--- src/rtl/recip_div_pkg.sv ---
package recip_div_pkg;
  typedef enum logic [0:0] {
    ENG_IDLE = 1'b0,
    ENG_RUN  = 1'b1
  } eng_state_t;
endpackage

--- src/rtl/recip_engine.sv ---
module recip_engine #(
  parameter int YW = 16,
  parameter int S  = 10
) (
  input  logic              clk,
  input  logic              rst_n,
  input  logic              start,
  input  logic [YW-1:0]     divisor,
  output logic              busy_o,
  output logic              last_step_o,
  output logic              zero_o,
  output logic [S:0]        k_o
);
  import recip_div_pkg::*;

  localparam int KW = S + 1;
  localparam int CW = $clog2(KW + 1);
  localparam logic [CW-1:0] CNT_FULL = CW'(KW);
  localparam logic [KW-1:0] K_MAX    = KW'(1) << S;

  // One restoring step: bring in one numerator bit, subtract if it fits.
  // Result: {quotient bit, new remainder}.
  function automatic logic [YW:0] div_step(input logic [YW-1:0] r,
                                           input logic          nbit,
                                           input logic [YW-1:0] y);
    logic [YW:0] trial;
    trial = {r, nbit};
    if (trial >= {1'b0, y}) begin
      div_step = {1'b1, YW'(trial - {1'b0, y})};
    end else begin
      div_step = {1'b0, trial[YW-1:0]};
    end
  endfunction

  eng_state_t       st;
  logic [CW-1:0]    cnt;
  logic [YW-1:0]    rem;
  logic [YW-1:0]    yreg;
  logic [KW-1:0]    quo;
  logic             zero_q;
  logic             num_bit;
  logic [YW:0]      step_res;

  // The numerator 2^S has a single one, in its top bit (first iteration).
  assign num_bit  = (cnt == CNT_FULL);
  assign step_res = div_step(rem, num_bit, yreg);

  always_ff @(posedge clk or negedge rst_n) begin
    if (!rst_n) begin
      st     <= ENG_IDLE;
      cnt    <= '0;
      rem    <= '0;
      yreg   <= '0;
      quo    <= '0;
      zero_q <= 1'b0;
    end else begin
      case (st)
        ENG_IDLE: begin
          if (start) begin
            yreg   <= divisor;
            zero_q <= (divisor == '0);
            rem    <= '0;
            quo    <= '0;
            cnt    <= CNT_FULL;
            st     <= ENG_RUN;
          end
        end
        default: begin
          rem <= step_res[YW-1:0];
          quo <= {quo[KW-2:0], step_res[YW]};
          cnt <= cnt - 1'b1;
          if (cnt == CW'(1)) st <= ENG_IDLE;
        end
      endcase
    end
  end

  assign busy_o      = (st == ENG_RUN);
  assign last_step_o = busy_o && (cnt == CW'(1));
  assign zero_o      = zero_q;
  assign k_o         = quo;

  assert_start_busy_R2: assert property (@(posedge clk) disable iff (!rst_n)
    (start && !busy_o) |=> busy_o);
  assert_run_end_R2: assert property (@(posedge clk) disable iff (!rst_n)
    last_step_o |=> !busy_o);
  assert_cnt_range_R2: assert property (@(posedge clk) disable iff (!rst_n)
    busy_o |-> (cnt != '0 && cnt <= CNT_FULL));
  assert_k_bound_R3: assert property (@(posedge clk) disable iff (!rst_n)
    (!busy_o && !zero_q) |-> (k_o <= K_MAX));
  assert_ignore_load_R6: assert property (@(posedge clk) disable iff (!rst_n)
    (busy_o && !last_step_o) |=> $stable(yreg));
endmodule

--- src/rtl/scale_mult.sv ---
module scale_mult #(
  parameter int XW = 16,
  parameter int KW = 11,
  parameter int S  = 10
) (
  input  logic           clk,
  input  logic           rst_n,
  input  logic           accept,
  input  logic [XW-1:0]  x,
  input  logic [KW-1:0]  k,
  input  logic           force_ones,
  output logic           vld_o,
  output logic [XW-1:0]  q_o
);
  localparam int PW = XW + KW;

  // Multiply by the scaled reciprocal, then drop the S scale bits.
  function automatic logic [XW-1:0] mul_shift(input logic [XW-1:0] xv,
                                              input logic [KW-1:0] kv);
    logic [PW-1:0] prod;
    prod = PW'(xv) * PW'(kv);
    mul_shift = XW'(prod >> S);
  endfunction

  always_ff @(posedge clk or negedge rst_n) begin
    if (!rst_n) begin
      vld_o <= 1'b0;
      q_o   <= '0;
    end else begin
      vld_o <= accept;
      if (accept) q_o <= force_ones ? '1 : mul_shift(x, k);
    end
  end

  assert_one_latency_R4: assert property (@(posedge clk) disable iff (!rst_n)
    accept |=> vld_o);
  assert_no_spurious_R5: assert property (@(posedge clk) disable iff (!rst_n)
    !accept |=> !vld_o);
  assert_err_ones_R7: assert property (@(posedge clk) disable iff (!rst_n)
    (accept && force_ones) |=> (q_o == '1));
  assert_quot_le_x_R8: assert property (@(posedge clk) disable iff (!rst_n)
    (accept && !force_ones && k <= (KW'(1) << S)) |=> (q_o <= $past(x)));
endmodule

--- src/rtl/recip_div_const.sv ---
module recip_div_const #(
  parameter int XW = 16,
  parameter int YW = 16,
  parameter int S  = 10
) (
  input  logic           clk,
  input  logic           rst_n,
  input  logic           ld_valid,
  input  logic [YW-1:0]  ld_divisor,
  output logic           busy,
  input  logic           in_valid,
  input  logic [XW-1:0]  in_data,
  output logic           in_ready,
  output logic           out_valid,
  output logic [XW-1:0]  out_data,
  output logic           div_err
);
  localparam int KW = S + 1;

  logic          eng_start;
  logic          eng_busy;
  logic          eng_last;
  logic          eng_zero;
  logic [KW-1:0] eng_k;
  logic          x_accept;

  assign eng_start = ld_valid && !eng_busy;
  assign in_ready  = !eng_busy && !ld_valid;
  assign x_accept  = in_valid && in_ready;

  recip_engine #(.YW(YW), .S(S)) u_engine (
    .clk         (clk),
    .rst_n       (rst_n),
    .start       (eng_start),
    .divisor     (ld_divisor),
    .busy_o      (eng_busy),
    .last_step_o (eng_last),
    .zero_o      (eng_zero),
    .k_o         (eng_k)
  );

  scale_mult #(.XW(XW), .KW(KW), .S(S)) u_mult (
    .clk        (clk),
    .rst_n      (rst_n),
    .accept     (x_accept),
    .x          (in_data),
    .k          (eng_k),
    .force_ones (eng_zero),
    .vld_o      (out_valid),
    .q_o        (out_data)
  );

  assign busy    = eng_busy;
  assign div_err = eng_zero;

  assert_no_out_busy_R5: assert property (@(posedge clk) disable iff (!rst_n)
    eng_busy |=> !out_valid);
  assert_ready_gate_R2: assert property (@(posedge clk) disable iff (!rst_n)
    x_accept |-> (!eng_busy && !eng_start));
  assert_err_on_zero_R7: assert property (@(posedge clk) disable iff (!rst_n)
    (eng_start && ld_divisor == '0) |=> div_err);
  assert_done_idle_R2: assert property (@(posedge clk) disable iff (!rst_n)
    eng_last |=> in_ready || ld_valid);
endmodule

--- config.mk ---
export PLATFORM = sky130hd
export DESIGN_NAME = recip_div_const
export DESIGN_NICKNAME = d
export VERILOG_FILES = /design/src/rtl/recip_div_pkg.sv /design/src/rtl/recip_engine.sv /design/src/rtl/scale_mult.sv /design/src/rtl/recip_div_const.sv
export SDC_FILE = /design/constraint.sdc
export NUM_CORES = 1
export LEC_CHECK = 0
export BUFFER_PORTS_ARGS = -buffer_cell sky130_fd_sc_hd__buf_2
export CAP_MARGIN = 20
export CORE_MARGIN = 8
export CORE_UTILIZATION = 35
export CTS_CLUSTER_DIAMETER = 50
export CTS_CLUSTER_SIZE = 16
export DETAILED_ROUTE_END_ITERATION = 6
export HOLD_SLACK_MARGIN = 0.02
export PLACE_DENSITY = 0.52
export SLEW_MARGIN = 20
export SYNTH_ARGS = -nofsm -noshare
export SYNTH_HDL_FRONTEND = slang
export SYNTH_SLANG_ARGS = --single-unit
--- constraint.sdc ---
create_clock -name clk -period 6.5 [get_ports clk]
set_clock_uncertainty 0.1 [all_clocks]
set_input_delay 0.325 -clock clk [delete_from_list [all_inputs] [get_ports clk]]
set_output_delay 0.325 -clock clk [all_outputs]
set_load 0.02 [all_outputs]
==> flow_summary.yaml <==
cts:
  cts.repair.resized: 0
  clk_path_buf_depth: 2
  clk_pin_slew_ns: 0.06
  cts_made_buffers: 9
  postCtsHoldBufs: 0
  clk_latency_ns: 0.34
  cts-htree-levels: 3
  post-cts-setup-buffers: 0
  cts_root_buffer: "clkbuf_16"
  cts.sinks: 66
  tritoncts: "done"
yosys:
  synth_edf_count: 0
  synth_nets: 1278
  synth_top_area_share_pct: 27.4
  synth_area_leaders: "fa_1 27%, dfrtp_1 18%, ha_1 11%, inv_1 7.2%, nand2_1 7.2%"
  synth_seq_cells: 66
  yosys_warnings: 0
  synth_top_cells_by_count: "173 x inv_1, 173 x nand2_1, 124 x fa_1, 82 x and2_1, 78 x ha_1"
  yosys.area.top_type: "fa_1"
  async_flop_share_pct: 100
  seq_area_frac_synth_pct: 18.2
  syn_area_um2: 9070
  synthFlopType: "dfrtp_1"
  ys_types: 54
  syn_inst: 1040
  syn_avg_cell_area_um2: 8.72
floorplan:
  dieWidth_um: 177
  io_pins: 56
  rows: 59
  die_h_um: 177
  coreArea_um2: 25800
  dieArea_um2: 31300
  start_util_pct: 35.2
routing:
  drt_first_pass_iters: 5
  antenna_left: 0
  drt-vias-per-instance: 4.93
  vias: 6900
  post_drt_wl_per_cell_um: 16.0
  drc: 0
  first_iter_violations: 304
  wl_mm: 22.4
worst_setup_path:
  r2r_start: "u_engine.k_o[4]"
  worst-path-max-fanout: 18
  crit_type: "flop to flop"
  cp-start-kind: "flop"
  r2r_slack_ns: 0.62
  critPathCaptureType: "flop"
  required_ns: 6.59
  worstPathArrival_ns: 5.97
  r2r_end: "u_mult.q_o[13]"
  r2r.worst_path.cells: 18
sta:
  maxSlewViolCount: 0
  max_slew.worst_pin.slew_ns: 0.925
  rsz0062_at_grt: "no"
  fin_tns_setup_ns: 0
  slew_headroom_pct: 38.4
  fmax_ghz: 0.170
  finalHoldViolCount: 0
  timing.final.crit_share_pct: 90.5
  setup_viol: 0
  min_period_ns: 5.88
global_routing:
  grt_usage_pct: 15.0
  grt_max_degree: 67
  grt_pass1_vias: 7430
  grt_overflow_total: 0
  grt_pass1_wl_mm: 37.9
  antenna_found_initial: 1
cells_and_area:
  drive_above_1_share_pct: 9.87
  syn_to_final_growth_pct: 9.31
  multi_input_area_um2: 6560
  nFillCells: 2632
  regArea_um2: 1650
  final_nets: 1297
  final_cells: 1399
  antenna_cells: 0
placed_design:
  gp_congestion: 0.792
  dpl.hpwl_mm: 17.6
  port_buffers: 55
  place_inst: 1383
hold_path:
  hold_class: "input port to async pin"
flow_run:
  drv_cap: 0
outcome:
  status: "complete, no violations"
-- state kept, by name, indices dropped and copies added, names as in the netlist --
| signal | flops |
|---|---|
| u_engine.cnt | 4 |
| u_mult.q_o | 16 |
| u_engine.zero_o | 1 |
| u_mult.vld_o | 1 |
| u_engine.k_o | 11 |
| u_engine.yreg | 16 |
| u_engine.rem | 16 |
| u_engine.busy_o | 1 |
-- final cells by class --
| cell class | instances | area share, % |
|---|---|---|
| Timing Repair Buffer | 61 | 3.23 |
| Inverter | 173 | 6.55 |
| Sequential cell | 66 | 16.7 |
| Tap cell | 335 | 4.23 |
| Clock buffer | 10 | 2.31 |
| Multi-Input combinational cell | 748 | 66.1 |
| Clock inverter | 6 | 0.908 |
-- worst max path at each step --
| stage | startpoint | endpoint | slack, ns |
|---|---|---|---|
| floorplan | u_engine.k_o[2] | u_mult.q_o[15] | 0.91 |
| global placement | u_engine.k_o[9] | u_mult.q_o[13] | 0.81 |
| detailed placement | u_engine.k_o[4] | u_mult.q_o[13] | 0.66 |
| CTS | u_engine.k_o[4] | u_mult.q_o[13] | 0.65 |
| global route | u_engine.k_o[4] | u_mult.q_o[13] | 0.30 |
| finish | u_engine.k_o[4] | u_mult.q_o[13] | 0.62 |
-- cell usage in the layout (no fill, tap or decap), types with 2 or more instances in the layout --
master	n
nand2_1	173
inv_1	173
fa_1	124
and2_1	82
ha_1	78
dfrtp_1	65
buf_2	55
o21ai_0	48
a21oi_1	46
nor2_1	30
xor2_1	20
nand3_1	15
nand2b_1	15
o211ai_2	12
xnor2_1	11
a21o_1	10
clkbuf_16	9
nand4_1	7
nor3_1	7
buf_4	6
nand3_2	5
nor2b_1	4
and3_1	4
o211ai_1	4
o22a_1	4
nor4_1	4
a31oi_1	3
o31ai_1	3
or3_1	3
o21a_1	3
mux2i_1	3
a211oi_1	3
nor2b_4	2
mux2_2	2
o2bb2a_4	2
o21ai_1	2
or2_2	2
a22o_1	2
bufinv_16	2
-- metal layers --
metal	wire length [um]	track usage (%)	vias to the layer above	part of all wire, %
met5	0	0	-	0
met4	219	2.87	0	0.98
met3	722	1.54	15	3.2
met2	11600	27.0	101	52
met1	9880	19.3	3484	44
li1	-	-	3300	-
-- worst max-delay path, cell delays in order (launching register included) --
cell,delay (ns)
dfrtp_1,0.78
nand2_1,0.18
fa_1,0.53
fa_1,0.51
inv_1,0.05
fa_1,0.46
fa_1,0.54
inv_1,0.05
fa_1,0.53
inv_1,0.04
ha_1,0.35
a21oi_1,0.22
o21ai_0,0.12
a21oi_1,0.22
o21ai_0,0.22
a31o_2,0.31
o31ai_1,0.24
xor2_1,0.20
a21oi_1,0.08
-- stage by stage --
stage	hold WS (ns)	setup WS (ns)	utilization (%)	cell area, um2
6_report	0.0988	0.621	38.5	9920
5_1_grt	0.110	0.298	38.5	9920
4_1_cts	0.0989	0.650	38.5	9910
3_5_place_dp	0.406	0.661	37.2	9590
3_3_place_gp	0.420	0.809	37.2	9590
2_1_floorplan	-0.0706	0.906	-	9070
-- logic make-up after synthesis --
group,share of synthesized area [%]
and+or+nand+nor,19.0
buffers and inverters,9.61
adders and majority gates,38.1
AOI/OAI and AO/OA,11.5
DFF,18.2
xor gates and xnor gates,2.99
muxes,0.579
Power is left out: the tool's default activity adds up to more than one toggle a clock period on the data nets, which glitch-free logic cannot reach.
